--- config.mk ---
export PLATFORM = sky130hd
export DESIGN_NAME = bridge_power_ctrl
export DESIGN_NICKNAME = d
export VERILOG_FILES = /design/src/rtl/pm_pkg.sv /design/src/rtl/pm_sleep_seq.sv /design/src/rtl/pm_oc_ctrl.sv /design/src/rtl/bridge_power_ctrl.sv
export SDC_FILE = /design/constraint.sdc
export NUM_CORES = 1
export LEC_CHECK = 0
export ABC_AREA = 1
export CORE_MARGIN = 5
export CORE_UTILIZATION = 40
export CTS_BUF_LIST = sky130_fd_sc_hd__clkbuf_8
export CTS_CLUSTER_DIAMETER = 80
export DETAILED_ROUTE_END_ITERATION = 7
export PLACE_DENSITY = 0.71
export SLEW_MARGIN = 20
export SYNTH_ARGS = -nofsm -noshare
export SYNTH_HDL_FRONTEND = slang
export SYNTH_SLANG_ARGS = --single-unit
--- constraint.sdc ---
create_clock -name clk_i -period 1.8 [get_ports clk_i]
set_input_delay 0.45 -clock clk_i [delete_from_list [all_inputs] [get_ports clk_i]]
set_output_delay 0.45 -clock clk_i [all_outputs]
set_load 0.02 [all_outputs]
--- src/rtl/pm_pkg.sv ---
package pm_pkg;
  typedef enum logic [1:0] {
    SL_ASLEEP = 2'd0,
    SL_WAKING = 2'd1,
    SL_ON     = 2'd2,
    SL_DOZE   = 2'd3
  } sleep_st_e;

  typedef enum logic [1:0] {
    OC_OK    = 2'd0,
    OC_LATCH = 2'd1,
    OC_RETRY = 2'd2
  } oc_st_e;
endpackage

--- src/rtl/pm_sleep_seq.sv ---
module pm_sleep_seq
  import pm_pkg::*;
#(
  parameter int unsigned WAKE_CYC  = 16,
  parameter int unsigned SLEEP_CYC = 16
) (
  input  logic clk_i,
  input  logic rst_ni,
  input  logic clr_i,
  input  logic awake_i,
  output logic on_o,
  output logic asleep_o
);
  localparam int unsigned MaxCyc = (WAKE_CYC > SLEEP_CYC) ? WAKE_CYC : SLEEP_CYC;
  localparam int unsigned CntW   = $clog2(MaxCyc + 1);
  localparam logic [CntW-1:0] WakeLast  = CntW'(WAKE_CYC - 1);
  localparam logic [CntW-1:0] SleepLast = CntW'(SLEEP_CYC - 1);

  sleep_st_e st_q, st_d;
  logic [CntW-1:0] cnt_q, cnt_d;

  always_comb begin
    st_d  = st_q;
    cnt_d = cnt_q;
    if (clr_i) begin
      st_d  = SL_ASLEEP;
      cnt_d = '0;
    end else begin
      unique case (st_q)
        SL_ASLEEP: if (awake_i) begin
          st_d  = SL_WAKING;
          cnt_d = '0;
        end
        SL_WAKING: begin
          if (!awake_i) st_d = SL_ASLEEP;
          else if (cnt_q == WakeLast) st_d = SL_ON;
          else cnt_d = cnt_q + 1'b1;
        end
        SL_ON: if (!awake_i) begin
          st_d  = SL_DOZE;
          cnt_d = '0;
        end
        SL_DOZE: begin
          if (awake_i) st_d = SL_ON;
          else if (cnt_q == SleepLast) st_d = SL_ASLEEP;
          else cnt_d = cnt_q + 1'b1;
        end
        default: st_d = SL_ASLEEP;
      endcase
    end
  end

  always_ff @(posedge clk_i or negedge rst_ni) begin
    if (!rst_ni) begin
      st_q  <= SL_ASLEEP;
      cnt_q <= '0;
    end else begin
      st_q  <= st_d;
      cnt_q <= cnt_d;
    end
  end

  assign on_o     = (st_q == SL_ON) || (st_q == SL_DOZE);
  assign asleep_o = (st_q == SL_ASLEEP);

  // no path from asleep straight to running
  a_r3_no_skip_wake: assert property (@(posedge clk_i) disable iff (!rst_ni)
    (st_q == SL_ASLEEP) |=> (st_q != SL_ON));

  // falling request starts the sleep delay, never an immediate stop
  a_r4_doze_first: assert property (@(posedge clk_i) disable iff (!rst_ni)
    (st_q == SL_ON && !awake_i && !clr_i) |=> (st_q == SL_DOZE));

  // deep undervoltage returns the sequencer to asleep
  a_r2_deep_resets: assert property (@(posedge clk_i) disable iff (!rst_ni)
    clr_i |=> (st_q == SL_ASLEEP));
endmodule

--- src/rtl/pm_oc_ctrl.sv ---
module pm_oc_ctrl
  import pm_pkg::*;
#(
  parameter int unsigned RETRY_CYC = 64,
  parameter int unsigned ENLOW_CYC = 8
) (
  input  logic clk_i,
  input  logic rst_ni,
  input  logic clr_i,
  input  logic arm_i,
  input  logic oc_i,
  input  logic retry_mode_i,
  input  logic en_i,
  output logic block_o
);
  localparam int unsigned MaxCyc = (RETRY_CYC > ENLOW_CYC) ? RETRY_CYC : ENLOW_CYC;
  localparam int unsigned CntW   = $clog2(MaxCyc + 1);
  localparam logic [CntW-1:0] RetryLast = CntW'(RETRY_CYC - 1);
  localparam logic [CntW-1:0] EnLowMin  = CntW'(ENLOW_CYC);

  oc_st_e st_q, st_d;
  logic [CntW-1:0] cnt_q, cnt_d;

  always_comb begin
    st_d  = st_q;
    cnt_d = cnt_q;
    if (clr_i) begin
      st_d  = OC_OK;
      cnt_d = '0;
    end else begin
      unique case (st_q)
        OC_OK: if (arm_i && oc_i) begin
          st_d  = retry_mode_i ? OC_RETRY : OC_LATCH;
          cnt_d = '0;
        end
        OC_LATCH: begin
          if (!en_i) begin
            if (cnt_q < EnLowMin) cnt_d = cnt_q + 1'b1;
          end else begin
            if (cnt_q >= EnLowMin) st_d = OC_OK;
            cnt_d = '0;
          end
        end
        OC_RETRY: begin
          if (cnt_q == RetryLast) begin
            st_d  = OC_OK;
            cnt_d = '0;
          end else begin
            cnt_d = cnt_q + 1'b1;
          end
        end
        default: st_d = OC_OK;
      endcase
    end
  end

  always_ff @(posedge clk_i or negedge rst_ni) begin
    if (!rst_ni) begin
      st_q  <= OC_OK;
      cnt_q <= '0;
    end else begin
      st_q  <= st_d;
      cnt_q <= cnt_d;
    end
  end

  assign block_o = (st_q != OC_OK);

  // a short enable-low pulse never frees a latched fault
  a_r8_short_pulse_holds: assert property (@(posedge clk_i) disable iff (!rst_ni)
    (st_q == OC_LATCH && !clr_i && en_i && cnt_q < EnLowMin) |=> (st_q == OC_LATCH));

  // retry never turns into a latch
  a_r10_retry_no_latch: assert property (@(posedge clk_i) disable iff (!rst_ni)
    (st_q == OC_RETRY) |=> (st_q != OC_LATCH));

  // nothing is captured while the sequencer is not running
  a_r11_no_capture_idle: assert property (@(posedge clk_i) disable iff (!rst_ni)
    (st_q == OC_OK && !arm_i) |=> (st_q == OC_OK));
endmodule

--- src/rtl/bridge_power_ctrl.sv ---
module bridge_power_ctrl #(
  parameter int unsigned WAKE_CYC  = 250,
  parameter int unsigned SLEEP_CYC = 250,
  parameter int unsigned RETRY_CYC = 1000,
  parameter int unsigned ENLOW_CYC = 250
) (
  input  logic clk_i,
  input  logic rst_ni,
  input  logic awake_i,
  input  logic out_en_i,
  input  logic uv_shallow_i,
  input  logic uv_deep_i,
  input  logic cp_uv_i,
  input  logic hot_i,
  input  logic oc_i,
  input  logic oc_retry_i,
  output logic bridge_en_o,
  output logic pump_en_o,
  output logic idx_rst_o,
  output logic idx_run_o,
  output logic fault_no
);
  logic seq_on, seq_asleep, oc_block, run;

  pm_sleep_seq #(
    .WAKE_CYC (WAKE_CYC),
    .SLEEP_CYC(SLEEP_CYC)
  ) u_seq (
    .clk_i   (clk_i),
    .rst_ni  (rst_ni),
    .clr_i   (uv_deep_i),
    .awake_i (awake_i),
    .on_o    (seq_on),
    .asleep_o(seq_asleep)
  );

  pm_oc_ctrl #(
    .RETRY_CYC(RETRY_CYC),
    .ENLOW_CYC(ENLOW_CYC)
  ) u_oc (
    .clk_i       (clk_i),
    .rst_ni      (rst_ni),
    .clr_i       (uv_deep_i || seq_asleep),
    .arm_i       (run),
    .oc_i        (oc_i),
    .retry_mode_i(oc_retry_i),
    .en_i        (out_en_i),
    .block_o     (oc_block)
  );

  assign run         = seq_on && !uv_deep_i;
  assign idx_run_o   = run;
  assign idx_rst_o   = seq_asleep || uv_deep_i;
  assign pump_en_o   = run && !uv_shallow_i;
  assign bridge_en_o = pump_en_o && out_en_i && !cp_uv_i && !hot_i && !oc_block;
  assign fault_no    = !(uv_deep_i || (run && (uv_shallow_i || cp_uv_i || hot_i || oc_block)));

  // with the indexer stopped, only the deep level may report
  a_r11_quiet_when_idle: assert property (@(posedge clk_i) disable iff (!rst_ni)
    (!idx_run_o && !uv_deep_i) |-> fault_no);

  // shallow undervoltage never disturbs the indexer position
  a_r6_index_kept: assert property (@(posedge clk_i) disable iff (!rst_ni)
    (idx_run_o && uv_shallow_i) |-> !idx_rst_o);

  // bridge drive implies the pump is up
  a_r7_bridge_needs_pump: assert property (@(posedge clk_i) disable iff (!rst_ni)
    bridge_en_o |-> pump_en_o);
endmodule

Word-level counts from Yosys, hierarchy flattened
Cells that the tools add are included.
{ "totals": {"in_bits": 10, "output_inout_bits": 5, "ff_bits": 22} }
{ "op_classes": {"reduce_logical": 28, "eq_ne": 18, "n_lt_le_gt_ge": 2, "addsub": 2, "muxes": 28} }
{ "op_table": {"columns": ["operator", "count"], "rows": [
  ["$mux 10", 5],
  ["$mux 8", 6],
  ["$pmux 8 s4", 1],
  ["$pmux 10 s3", 1],
  ["$mux 2", 13],
  ["$ne 3x3->1 const B", 5],
  ["$ne 4x3->1 const B", 3],
  ["$reduce_and 4->1", 3],
  ["$add 10x1->10 const B", 1],
  ["$eq 10x10->1 const B", 1],
  ["$ge 10x8->1 const B", 1],
  ["$lt 10x8->1 const B", 1],
  ["$ne 3x2->1 const B", 3],
  ["$add 8x1->8 const B", 1],
  ["$eq 8x8->1 const B", 1],
  ["$logic_and 1x1->1", 8],
  ["$pmux 2 s4", 1],
  ["$eq 2x2->1 const B", 3],
  ["$logic_not 1->1", 6],
  ["$logic_or 1x1->1", 6],
  ["$pmux 2 s3", 1],
  ["$eq 2x1->1 const B", 2],
  ["$logic_not 2->1", 2],
  ["$reduce_bool 4->1", 1],
  ["2 further kinds", 2]
]} }

Depth between registers and ports, before layout
Gate-level depths: netlist (run 1).
{ "depth": {"ltp_word": 8, "depth_mapped": 13, "mapped_depth_nobuf": 13} }

Hierarchy
A second synthesis (run 1) with hierarchy kept.
{ "hier_totals": {"hier_cells": 242, "hier_area_um2": 1624.1} }
{ "by_module_without_submodules": {"columns": ["module", "n_inst", "area_per_inst_um2", "cells_per_inst", "seq_area_each_um2"], "rows": [
  ["pm_oc_ctrl", 1, 938.4, 142, 300.3],
  ["pm_sleep_seq", 1, 625.6, 88, 250.2],
  ["bridge_power_ctrl", 1, 60.1, 12, 0.0]
]} }

Least setup slack after synthesis (run 1)
No wires, ideal clock.
{ "synth_timing": {"path_type": "reg2out", "startpoint": "reg u_oc.st_q[0]", "endpoint": "out bridge_en_o", "arrival_time_ns": 1.198, "required_time_ns": 1.350, "path_stages_with_launch": 5, "path_slack_ns": 0.152, "path_buffers": 0, "path_cell_list": "dfrtp_1 inv_1 ha_1 nand3_1 nor3_1"} }
{ "synth_via": {"elab_chain_len": 3} }
{ "synth_lines": {"columns": ["element", "line", "text"], "rows": [
  ["from (decl)", "pm_oc_ctrl.sv:21", "oc_st_e st_q, st_d;"],
  ["from (signal assigned)", "pm_oc_ctrl.sv:62", "st_q <= st_d;"],
  ["$reduce_bool 2->1", "pm_oc_ctrl.sv:67", "assign block_o = (st_q != OC_OK);"],
  ["$logic_not 1->1", "bridge_power_ctrl.sv:55", "assign bridge_en_o = pump_en_o && out_en_i && !cp_uv_i && !hot_i && !oc_block;"],
  ["$logic_and 1x1->1", "bridge_power_ctrl.sv:55", null],
  ["to (decl)", "bridge_power_ctrl.sv:17", "output logic bridge_en_o,"]
]} }
Every way passes these cells.

Final worst setup path (run 1)
{ "layout_timing": {"startpoint": "in uv_shallow_i", "endpoint": "out fault_no"} }
{ "layout_via": {"elab_chain_len": 6} }
{ "layout_lines": {"columns": ["element", "line", "text"], "rows": [
  ["from (decl)", "bridge_power_ctrl.sv:11", "input logic uv_shallow_i,"],
  ["$logic_or 1x1->1 (3 in series)", "bridge_power_ctrl.sv:56", "assign fault_no = !(uv_deep_i || (run && (uv_shallow_i || cp_uv_i || hot_i || oc_block)));"],
  ["$logic_and 1x1->1", "bridge_power_ctrl.sv:56", null],
  ["$logic_or 1x1->1", "bridge_power_ctrl.sv:56", null],
  ["$logic_not 1->1", "bridge_power_ctrl.sv:56", null],
  ["to (decl)", "bridge_power_ctrl.sv:21", "output logic fault_no"]
]} }
Every way passes these cells.

==> impl_results.md, run 1 <==
* RSZ-0062 raised after global routing: yes
* DP HPWL at 2.46 mm
* RD Place Congestion at 0.861
* Layout Nets at 277
* Post-route design area at 1990 µm²
* Clock Skew at 0.00952 ns
* Startpoint Class: input pin
* Setup WS post-layout at -0.00410 ns
* R2R setup slack at 0.12 ns
* Syn_nets at 237
* Crit-path max cell delay at 0.47 ns
* Worst hold path class: in2async
* P_leak at 0.00103 µW
* # H-tree levels at 1
* Core Area at 3690 µm²
* Fillcell total at 361
* Initial Util at 0.414
* DRC Markers at 0
* Total die area at 5150 µm²
* Initial antenna violation count at 0
* CP Cell Sequence: clkdlybuf4s50_1 -> nor2_1 -> nand2_1 -> a21oi_2 -> buf_4
* Post-DP Area at 1860 µm²
* Slew margin rel. at 0.808
* Die width at 71.8 µm
* Routed Antenna Nets at 0
* Placed Cells at 301
* Crit path capture type: output pin
* Clk slew on worst S/H paths at 0.09 ns
* WS Path Type: in2out
* Post-synth cell types at 26
* Hold Vio Cnt, Final at 0
* Worst endpoint required time at 1.35 ns
* Final Critical Period at 1.80 ns
* Drt initial violations at 68
* Status: finished, violations left
* Placement row count at 22
* Bufs on Longest Clock Path at 2
* Register bit count reported by yosys at 22
* Avg Synthesized Cell Area at 6.93 µm²
* DR pass1 iterations at 4
* Final Max Slew Viols at 0
* Antenna cells at 0
* Worst-margin pin slew at 0.288 ns
* Port bufs at 14
* Maximum vdd drop at 0.267 mV
* CTS buffer count at 3
* Max-cap violations at 0
* Clock root cell: clkbuf_8
* Crit path max fanout at 3
* CTS Sinks at 22
* CTS tree: done
* All-layer global routing usage at 0.138
* Cell Area, Synth at 1530 µm²
* First-pass GRT wire length at 5.78 mm
* # setup viols final at 1
* Crit share post-route at 1.00
* Seq/Total Area, Yosys at 0.361
* Drt wl/cell at 10.7 µm
* Post-Layout Cell Count at 307
* Fin Setup TNS at -0.00410 ns
* Worst-Skew Late Latency at 0.27 ns
* Grt ovf at 0
* Largest net degree at the start of global routing at 23
* CP arrival at 1.35 ns
* Synth warn at 0
* Violated checks: setup timing
* Post-Syn Instances at 220
* Area grow syn2layout at 30.5%
* Fmax at 554 MHz
* I/O pin cnt at 15
* WL final at 3.27 mm
* Via count at 1,437
* Slowest CP cell: clkdlybuf4s50_1
* PD cells at 898 nW/µm²
* Die height at 71.8 µm
* Proportion of layout cells with a drive suffix above 1 at 0.205
* DR vias/cell at 4.68
* Vias in the first global route at 1,368
==> worst paths after layout <==
| check | start | depth (start not counted) | end |
|---|---|---|---|
| setup / recovery | uv_shallow_i | 5 | fault_no |
| hold / removal | rst_ni | 2 | u_seq.cnt_q[0] |
| setup reg to reg | u_oc.st_q[0] | 12 | u_oc.cnt_q[8] |
| hold reg to reg | u_oc.cnt_q[5] | 2 | u_oc.cnt_q[5] |
| max in group asynchronous | rst_ni | 2 | u_oc.cnt_q[4] |
| min in group clk_i | u_oc.cnt_q[5] | 2 | u_oc.cnt_q[5] |
==> through the flow <==
stage / setup WS, ns / hold WS [ns] / total power, µW / utilization
floorplan: 0.152 / 0.154 / 954 / -
global placement: -0.534 / 0.521 / 1250 / 0.505
detailed placement: -0.515 / 0.515 / 1260 / 0.505
CTS: 0.0122 / 0.533 / 1760 / 0.530
global route: -0.0746 / 0.563 / 1910 / 0.540
finish: -0.00410 / 0.523 / 1790 / 0.540
==> logic make-up (layout without fill, tap and decap cells) <==
family,count (synthesis),count (layout),share of synthesized area
muxes,1,1,0.00656
xor gates and xnor gates,5,5,0.0287
buffers and inverters,35,73,0.0927
and+or+nand+nor,128,128,0.369
adders and majority gates,7,7,0.0574
DFF,22,22,0.361
AOI/OAI and AO/OA,22,23,0.0845
==> synthesized netlist by cell type <==
library cell,number,area share
nor3_1,8,0.026
nand2_1,61,0.15
a21oi_1,5,0.016
o22ai_1,1,0.0041
buf_6,1,0.0074
nand3b_1,1,0.0049
dfrtp_1,22,0.36
nand2_4,3,0.022
inv_2,1,0.0025
ha_1,7,0.057
nand3_2,1,0.0066
xnor2_1,1,0.0057
nor2_1,32,0.079
o21ai_1,4,0.013
o21ai_2,1,0.0057
inv_4,1,0.0041
nand3_1,12,0.039
nor4_1,1,0.0041
nand2_2,4,0.016
xor2_1,4,0.023
nand4_1,5,0.021
a21oi_4,1,0.011
o21ai_0,9,0.030
inv_1,32,0.079
mux2i_1,1,0.0066
o31ai_1,1,0.0049
==> cell usage in the layout, fill, tap and decap left out <==
cell / instances
mux2i_1: 1
ha_4: 1
clkdlybuf4s15_1: 1
bufinv_16: 1
clkbuf_8: 3
nand3b_1: 1
ha_1: 6
inv_4: 2
nand3_1: 12
xor2_1: 4
nor2_2: 2
a21oi_1: 3
clkdlybuf4s50_1: 5
o21ai_1: 5
o31ai_1: 1
nor2_1: 30
dlygate4sd2_1: 5
buf_4: 23
o21ai_0: 7
nand2_4: 5
nor3_1: 7
nand3_2: 1
xnor2_1: 1
o22ai_1: 1
dfrtp_1: 22
clkdlybuf4s15_2: 1
nand4_1: 5
a21oi_2: 3
nor3_2: 1
nand2_2: 3
a21oi_4: 1
nor4_1: 1
o21ai_2: 2
inv_2: 4
nand2_1: 60
inv_1: 28
==> critical path: cells and delay by family <==
kind / cells / cell delay, ns
AND/OR/NAND/NOR: 2 / 0.19
buffers and inverters: 2 / 0.61
AO/OA/AOI/OAI: 1 / 0.10
==> area by class of cell <==
type,count,area [µm²],area share
Clock buffer,3,41.3,0.0207
Multi-Input combinational cell,164,888,0.446
Clock inverter,1,30.0,0.0151
Sequential cell,22,551,0.277
Inverter,34,133,0.0666
Timing Repair Buffer,35,288,0.145
Tap cell,48,60.1,0.0302
==> registers in the layout, summed over array words and instances, names as in the netlist <==
register and count:
u_seq.cnt_q 8, u_oc.st_q 2, u_oc.cnt_q 10, u_seq.st_q 2
==> metal layers <==
| metal | global-route usage | wire length [µm] |
|---|---|---|
| met1 | 0.175 | 1600 |
| met2 | 0.232 | 1490 |
| met3 | 0.0238 | 131 |
| met4 | 0.0522 | 55 |
| met5 | 0 | 0 |
==> report_power, final <==
part	internal, µW	switching [µW]	total (µW)	leakage, µW
Clock	297	166	463	0.0000357
Sequential	525	36.7	562	0.000305
Combinational	346	417	762	0.000688
==> repair_timing <==
action | 4_1_cts | 5_1_grt
cloned | 1 | 0
hold buffers | 0 | 0
setup buffers | 1 | 0
resized for setup | 25 | 14
setup endpoints to repair | 17 | 13
hold endpoints to repair | 0 | 0
pin swaps | 3 | 3
Note: power is estimated with default switching activity, not from simulation.
==> run 2, diff against run 1 <==
Settings changed: CORE_UTILIZATION 40 to 59, PLACE_DENSITY 0.71 to 0.94.
==> run 2 against run 1 <==
  * The flow still finishes with violations (setup timing)
  * Hold slack got worse by 0.011 ns
  * Maximum frequency decreased by 6.4%
  * Clock power increased by 5.0%
  * Power rose by 11%
  * Sequential power up 1%
  * Count of clock-buffer cells in the layout is the same
  * Worst setup slack got worse by 0.12 ns
  * Via count rose by 27%
  * Design area increased by 4.0%
  * Critical path type is now reg2reg
  * Largest cell class unchanged
  * Largest power group unchanged
  * Highest routed layer unchanged
==> impl_results.md, run 2 (synthesis results as in run 1) <==
* Number of flip-flops in the largest register at 10 (unchanged)
* Antenna cells at 0 (unchanged)
* Placement row count at 18 (was 22)
* Dpl ws at -0.573 ns (was -0.515 ns)
* CTS buffer count at 3 (unchanged)
* # setup viols final at 5 (was 1)
* CP arrival at 2.11 ns (was 1.35 ns)
* WS Path Type: reg2reg (was in2out)
* WHS at 0.512 ns (was 0.523 ns)
* Largest regs: u_oc.cnt_q: 10 flops, u_seq.cnt_q: 8 flops (unchanged)
* CP Cell Sequence: ha_2 -> nand2_1 -> nor2_1 -> nand3_1 -> nand2_1 -> nand2_2 -> nand2_4 -> nand2_2 -> nand2_1 -> nand2_1 -> nand2_1 -> inv_1 (was clkdlybuf4s50_1 -> nor2_1 -> nand2_1 -> a21oi_2 -> buf_4)
* RD Place Congestion at 0.911 (was 0.861)
* Fin Setup TNS at -0.310 ns (was -0.00410 ns)
* R2R setup slack at -0.13 ns (was 0.12 ns)
* Via count at 1,821 (was 1,437)
* Slowest CP cell: dfrtp_1 (was clkdlybuf4s50_1)
* Crit share post-route at 1.07 (was 1.00)
* CTS tree: done (unchanged)
* Startpoint Class: register (was input pin)
* Clk slew on worst S/H paths at 0.09 ns (about the same)
* Area grow syn2layout at 35.8% (was 30.5%)
* Worst r2r path cells at 12 (unchanged)
* Violated checks: setup timing (unchanged)
* I/O pin cnt at 15 (unchanged)
* Worst-margin pin slew at 0.355 ns (was 0.288 ns)
* Grt ovf at 0 (unchanged)
* Drt wl/cell at 17.6 µm (was 10.7 µm)
* Delay-heaviest family, CP: simple AND/OR/NAND/NOR gates (was buffers and inverters)
* Fmax at 519 MHz (was 554 MHz)
* Worst endpoint required time at 1.98 ns (was 1.35 ns)
* All-layer global routing usage at 0.251 (was 0.138)
* DR pass1 iterations at 8 (was 4)
* Port bufs at 14 (unchanged)
* DR vias/cell at 6.13 (was 4.68)
* Count of cell instances traversed by the critical path at 12 (was 5)
* Hold Vio Cnt, Final at 0 (unchanged)
* Crit path max fanout at 6 (was 3)
* # H-tree levels at 1 (unchanged)
* Commonest non-fill, non-tap cell in the layout: nand2_1 (unchanged)
* Clock Skew at 0.00531 ns (was 0.00952 ns)
* Most frequent cells in the layout: nand2_1 (56), buf_4 (29), inv_1 (28), nor2_1 (28), dfrtp_1 (22) (was nand2_1 (60), nor2_1 (30), inv_1 (28), buf_4 (23), dfrtp_1 (22))
* Cts hold-fix bufs at 0 (unchanged)
* Vias in the first global route at 1,607 (was 1,368)
* Clock root cell: clkbuf_8 (unchanged)
* Proportion of layout cells with a drive suffix above 1 at 0.258 (was 0.205)
* Core Area at 2480 µm² (was 3690 µm²)
* Post-DP Area at 1850 µm² (was 1860 µm²)
* First-pass GRT wire length at 6.89 mm (was 5.78 mm)
* Most used cell, CP: nand2_1
* Final Critical Period at 1.93 ns (was 1.80 ns)
* Setup WS post-layout at -0.128 ns (was -0.00410 ns)
* Maximum vdd drop at 0.834 mV (was 0.267 mV)
* Worst hold path class: in2async (unchanged)
* Slew margin rel. at 0.761 (was 0.808)
* Final Max Slew Viols at 0 (unchanged)
* Initial Util at 0.616 (was 0.414)
* Total die area at 3700 µm² (was 5150 µm²)
* DRC Markers at 0 (unchanged)
* Worst-Skew Late Latency at 0.28 ns (was 0.27 ns)
* Layout Nets at 285 (was 277)
* Max-cap violations at 0 (unchanged)
* Crit path capture type: register (was output pin)
* RSZ-0062 raised after global routing: yes (unchanged)
* WL final at 5.23 mm (was 3.27 mm)
* Die width at 60.8 µm (was 71.8 µm)
* P_leak at 0.00108 µW (was 0.00103 µW)
* CTS Sinks at 22 (unchanged)
* CP bufs+invs at 1 (was 2)
* Initial antenna violation count at 0 (unchanged)
* Crit-path max cell delay at 0.43 ns (was 0.47 ns)
* Status: finished, violations left (unchanged)
* DP HPWL at 2.84 mm (was 2.46 mm)
* Die height at 60.8 µm (was 71.8 µm)
* Biggest register: u_oc.cnt_q (unchanged)
* Bufs on Longest Clock Path at 2 (unchanged)
* PD cells at 962 nW/µm² (was 898 nW/µm²)
* Drt initial violations at 205 (was 68)
* Post-route design area at 2070 µm² (was 1990 µm²)
* Largest net degree at the start of global routing at 23 (unchanged)
* Routed Antenna Nets at 0 (unchanged)
[run 2: changes by cell type in the layout (fill, tap and decap cells not counted), moves of 2 or more]
cell,change
buf_2,+2
ha_2,+2
buf_4,+6
ha_1,-3
nor2_4,+2
a21oi_2,-2
nor2_1,-2
nand2_1,-4
nand2_2,+4
[run 2: final timing paths]
kind,from,to
setup / recovery,u_oc.cnt_q[1],u_oc.cnt_q[9]
hold / removal,rst_ni,u_oc.cnt_q[8]
setup reg to reg,u_oc.cnt_q[1],u_oc.cnt_q[9]
hold reg to reg,u_oc.cnt_q[5],u_oc.cnt_q[5]
max in group asynchronous,rst_ni,u_seq.st_q[0]
min in group clk_i,u_oc.cnt_q[5],u_oc.cnt_q[5]
[run 2: layer usage]
metal / vias up / part of all wire / GRT usage
li1: 797 / - / -
met1: 808 / 0.36 / 0.301
met2: 164 / 0.45 / 0.434
met3: 52 / 0.10 / 0.0404
met4: 0 / 0.077 / 0.124
met5: - / 0 / 0
[run 2: what timing repair did]
item / 4_1_cts / 5_1_grt
setup endpoints to repair: 17 / 15
buffers inserted: 0 / 8
pin swaps: 5 / 8
cloned: 0 / 1
gates resized for setup: 31 / 22
[run 2: worst reg2reg max path, stage by stage, from the launching register on]
cell	delay, ns
dfrtp_1	0.43
ha_2	0.24
nand2_1	0.09
nor2_1	0.20
nand3_1	0.17
nand2_1	0.13
nand2_2	0.07
nand2_4	0.10
nand2_2	0.08
nand2_1	0.13
nand2_1	0.07
nand2_1	0.07
inv_1	0.05
[run 2: stage by stage]
stage / util / total power [µW] / instances
2_1_floorplan: - / 954 / 220
3_3_place_gp: 0.746 / 1270 / 284
3_5_place_dp: 0.746 / 1300 / 284
4_1_cts: 0.778 / 1800 / 288
5_1_grt: 0.836 / 2090 / 297
6_report: 0.836 / 1990 / 297
[run 2: power breakdown]
group	total, µW	internal (µW)	switching [µW]
registers	568	525	43.0
clock network	486	298	188
logic	938	424	514
[run 2: area by class of cell]
class	count	area, µm²
Multi-Input combinational cell	164	931
Sequential cell	22	551
Fill cell	127	407
Timing Repair Buffer	43	348
Inverter	34	133
Clock buffer	3	41.3
Tap cell	30	37.5
Clock inverter	1	30.0
==> run 3, diff against run 2 <==
Settings changed: CORE_UTILIZATION 59 to 55, PLACE_DENSITY 0.94 to 0.89.
==> run 3 against run 2 <==
  * The run still ends with setup timing left
  * Sequential power is essentially flat
  * Clock skew barely moved
  * Register-to-register slack improved by 0.20 ns
  * Maximum frequency is 4.9% higher
  * Design area decreased by 4.2%
  * Sequential share of layout area is 1.2 points higher
  * First-iteration DRC count is 40% lower
  * Sequential cell count stayed put
  * Non-clock buffer count is 5 lower
  * Hold slack better by 0.013 ns
  * Worst setup slack better by 0.089 ns
  * Wire length is 19% lower
==> impl_results.md, run 3 (synthesis results as in run 1) <==
* Die height at 62.7 µm (was 60.8 µm)
* WL final at 4.26 mm (was 5.23 mm)
* Largest net degree at the start of global routing at 23 (unchanged)
* # setup viols final at 2 (was 5)
* CTS buffer count at 3 (unchanged)
* Clk network pwr share at 0.172 (was 0.244)
* Total die area at 3930 µm² (was 3700 µm²)
* Post-DP Area at 1840 µm² (was 1850 µm²)
* Biggest register: u_oc.cnt_q (unchanged)
* Initial antenna violation count at 0 (unchanged)
* Post-route design area at 1980 µm² (was 2070 µm²)
* Via count at 1,648 (was 1,821)
* Worst endpoint required time at 1.35 ns (was 1.98 ns)
* Sequential power share at 0.320 (was 0.285)
* Reg2reg end: u_oc.cnt_q[9] (unchanged)
* Placed Cells at 284 (unchanged)
* Area grow syn2layout at 30.0% (was 35.8%)
* DR pass1 iterations at 4 (was 8)
* Clock root cell: clkbuf_8 (unchanged)
* Drt wl/cell at 14.6 µm (was 17.6 µm)
* RD Place Congestion at 0.835 (was 0.911)
* DR vias/cell at 5.64 (was 6.13)
* Sw Ratio at 0.390 (was 0.374)
* Antenna cells at 0 (unchanged)
* RSZ-0062 raised after global routing: yes (unchanged)
* Gate power share at 0.508 (was 0.471)
* R2R setup slack at 0.07 ns (was -0.13 ns)
* Post-Layout Cell Count at 292 (was 297)
* Proportion of layout cells with a drive suffix above 1 at 0.230 (was 0.258)
* Status: finished, violations left (unchanged)
* Clock Skew at 0.00539 ns (was 0.00531 ns)
* Reg-to-Reg Start: u_oc.st_q[0] (was u_oc.cnt_q[1])
* DP HPWL at 2.63 mm (was 2.84 mm)
* Fin Setup TNS at -0.0468 ns (was -0.310 ns)
* Commonest non-fill, non-tap cell in the layout: nand2_1 (unchanged)
* Final Max Slew Viols at 0 (unchanged)
* Internal at 1080 µW (was 1250 µW)
* P_leak at 0.00103 µW (was 0.00108 µW)
* Net switching power at 688 µW (was 744 µW)
* PD cells at 891 nW/µm² (was 962 nW/µm²)
* WS Path Type: reg2out (was reg2reg)
* Number of flip-flops in the largest register at 10 (unchanged)
* Worst hold path class: in2async (unchanged)
* Grt ovf at 0 (unchanged)
* CTS Sinks at 22 (unchanged)
* Vias in the first global route at 1,634 (was 1,607)
* Hold Vio Cnt, Final at 0 (unchanged)
* Dpl ws at -0.519 ns (was -0.573 ns)
* Placement row count at 19 (was 18)
* Fillcell total at 182 (was 127)
* Startpoint Class: register (unchanged)
* First-pass GRT wire length at 6.71 mm (was 6.89 mm)
* Initial Util at 0.563 (was 0.616)
* Fin util at 0.732 (was 0.836)
* Setup WS post-layout at -0.0388 ns (was -0.128 ns)
* Bufs on Longest Clock Path at 2 (unchanged)
* Worst-Skew Late Latency at 0.26 ns (was 0.28 ns)
* # H-tree levels at 1 (unchanged)
* Crit path capture type: output pin (was register)
* I/O pin cnt at 15 (unchanged)
* Most frequent cells in the layout: nand2_1 (58), nor2_1 (30), inv_1 (28), buf_4 (26), dfrtp_1 (22) (was nand2_1 (56), buf_4 (29), inv_1 (28), nor2_1 (28), dfrtp_1 (22))
* Fmax at 544 MHz (was 519 MHz)
* Port bufs at 14 (unchanged)
* Largest regs: u_oc.cnt_q: 10 flops, u_seq.cnt_q: 8 flops (unchanged)
* Die width at 62.7 µm (was 60.8 µm)
* CTS tree: done (unchanged)
* Crit path max fanout at 4 (was 6)
* Layout Nets at 280 (was 285)
* Slew margin rel. at 0.709 (was 0.761)
* Core Area at 2710 µm² (was 2480 µm²)
* Clk slew on worst S/H paths at 0.08 ns (was 0.09 ns)
* Drt initial violations at 124 (was 205)
* DRC Markers at 0 (unchanged)
* Worst r2r path cells at 13 (was 12)
* Max-cap violations at 0 (unchanged)
* Crit share post-route at 1.02 (was 1.07)
* Routed Antenna Nets at 0 (unchanged)
* Worst-margin pin slew at 0.432 ns (was 0.355 ns)
* All-layer global routing usage at 0.205 (was 0.251)
* Cts hold-fix bufs at 0 (unchanged)
* Maximum vdd drop at 0.762 mV (was 0.834 mV)
* Violated checks: setup timing (unchanged)
* CP arrival at 1.39 ns (was 2.11 ns)
* Final Critical Period at 1.84 ns (was 1.93 ns)
## run 3: cell types whose count changed in the layout (fill, tap and decap cells not counted), sizes merged
| cell | before | now |
|---|---|---|
| clkdlybuf4s50 | 4 | 6 |
| bufinv | 1 | 0 |
| dlymetal6s2s | 1 | 0 |
| buf | 32 | 26 |
## run 3: stage by stage
stage | power [µW] | hold slack, ns
2_1_floorplan | 954 | 0.154
3_3_place_gp | 1250 | 0.518
3_5_place_dp | 1270 | 0.518
4_1_cts | 1630 | 0.537
5_1_grt | 1860 | 0.550
6_report | 1770 | 0.525
## run 3: worst max-delay path by stage
stage	startpoint	slack [ns]	end	cells after the start
final	u_oc.st_q[1]	-0.04	fault_no	7
after global routing	u_oc.st_q[1]	-0.10	fault_no	7
after CTS	u_oc.st_q[1]	-0.03	fault_no	7
after detailed placement	uv_deep_i	-0.52	bridge_en_o	5
after global placement	uv_deep_i	-0.50	bridge_en_o	5
after floorplan	u_oc.st_q[0]	0.15	bridge_en_o	4
## run 3: timing repair
| action | in CTS | in global routing |
|---|---|---|
| hold endpoints to repair | 0 | 0 |
| gates cloned | 1 | 0 |
| resized for setup | 24 | 20 |
| pin swaps | 4 | 3 |
| endpoints found under the setup margin | 17 | 12 |
| setup buffers | 2 | 2 |
## run 3: area by class of cell
cell class,instances,area [µm²],area share
multi-input combinational,164,911,0.459
sequential,22,551,0.278
timing repair buffer,38,312,0.157
inverter,34,130,0.0656
clock buffer,3,41.3,0.0208
tap,31,38.8,0.0196
## run 3: power groups by stage
stage          combinational (µW)  sequential (µW)  clock (µW)
6_report                      897              566         304
5_1_grt                       954              572         339
4_1_cts                       755              562         311
3_5_place_dp                  699              570           0
3_3_place_gp                  680              568           0
2_1_floorplan                 378              576           0
## run 3: worst max-delay path: stages, from the launching register on
cell	delay, ns
dfrtp_1	0.39
inv_2	0.10
ha_4	0.17
inv_2	0.04
nor2_1	0.08
nand2_1	0.07
a21oi_2	0.12
buf_4	0.15
## run 3: metal layers
| metal | track usage | wire length, µm | vias to the layer above | share of wire |
|---|---|---|---|---|
| li1 | - | - | 779 | - |
| met1 | 0.222 | 1680 | 762 | 0.39 |
| met2 | 0.363 | 2080 | 79 | 0.49 |
| met3 | 0.0504 | 271 | 28 | 0.064 |
| met4 | 0.111 | 231 | 0 | 0.054 |
| met5 | 0 | 0 | - | 0 |
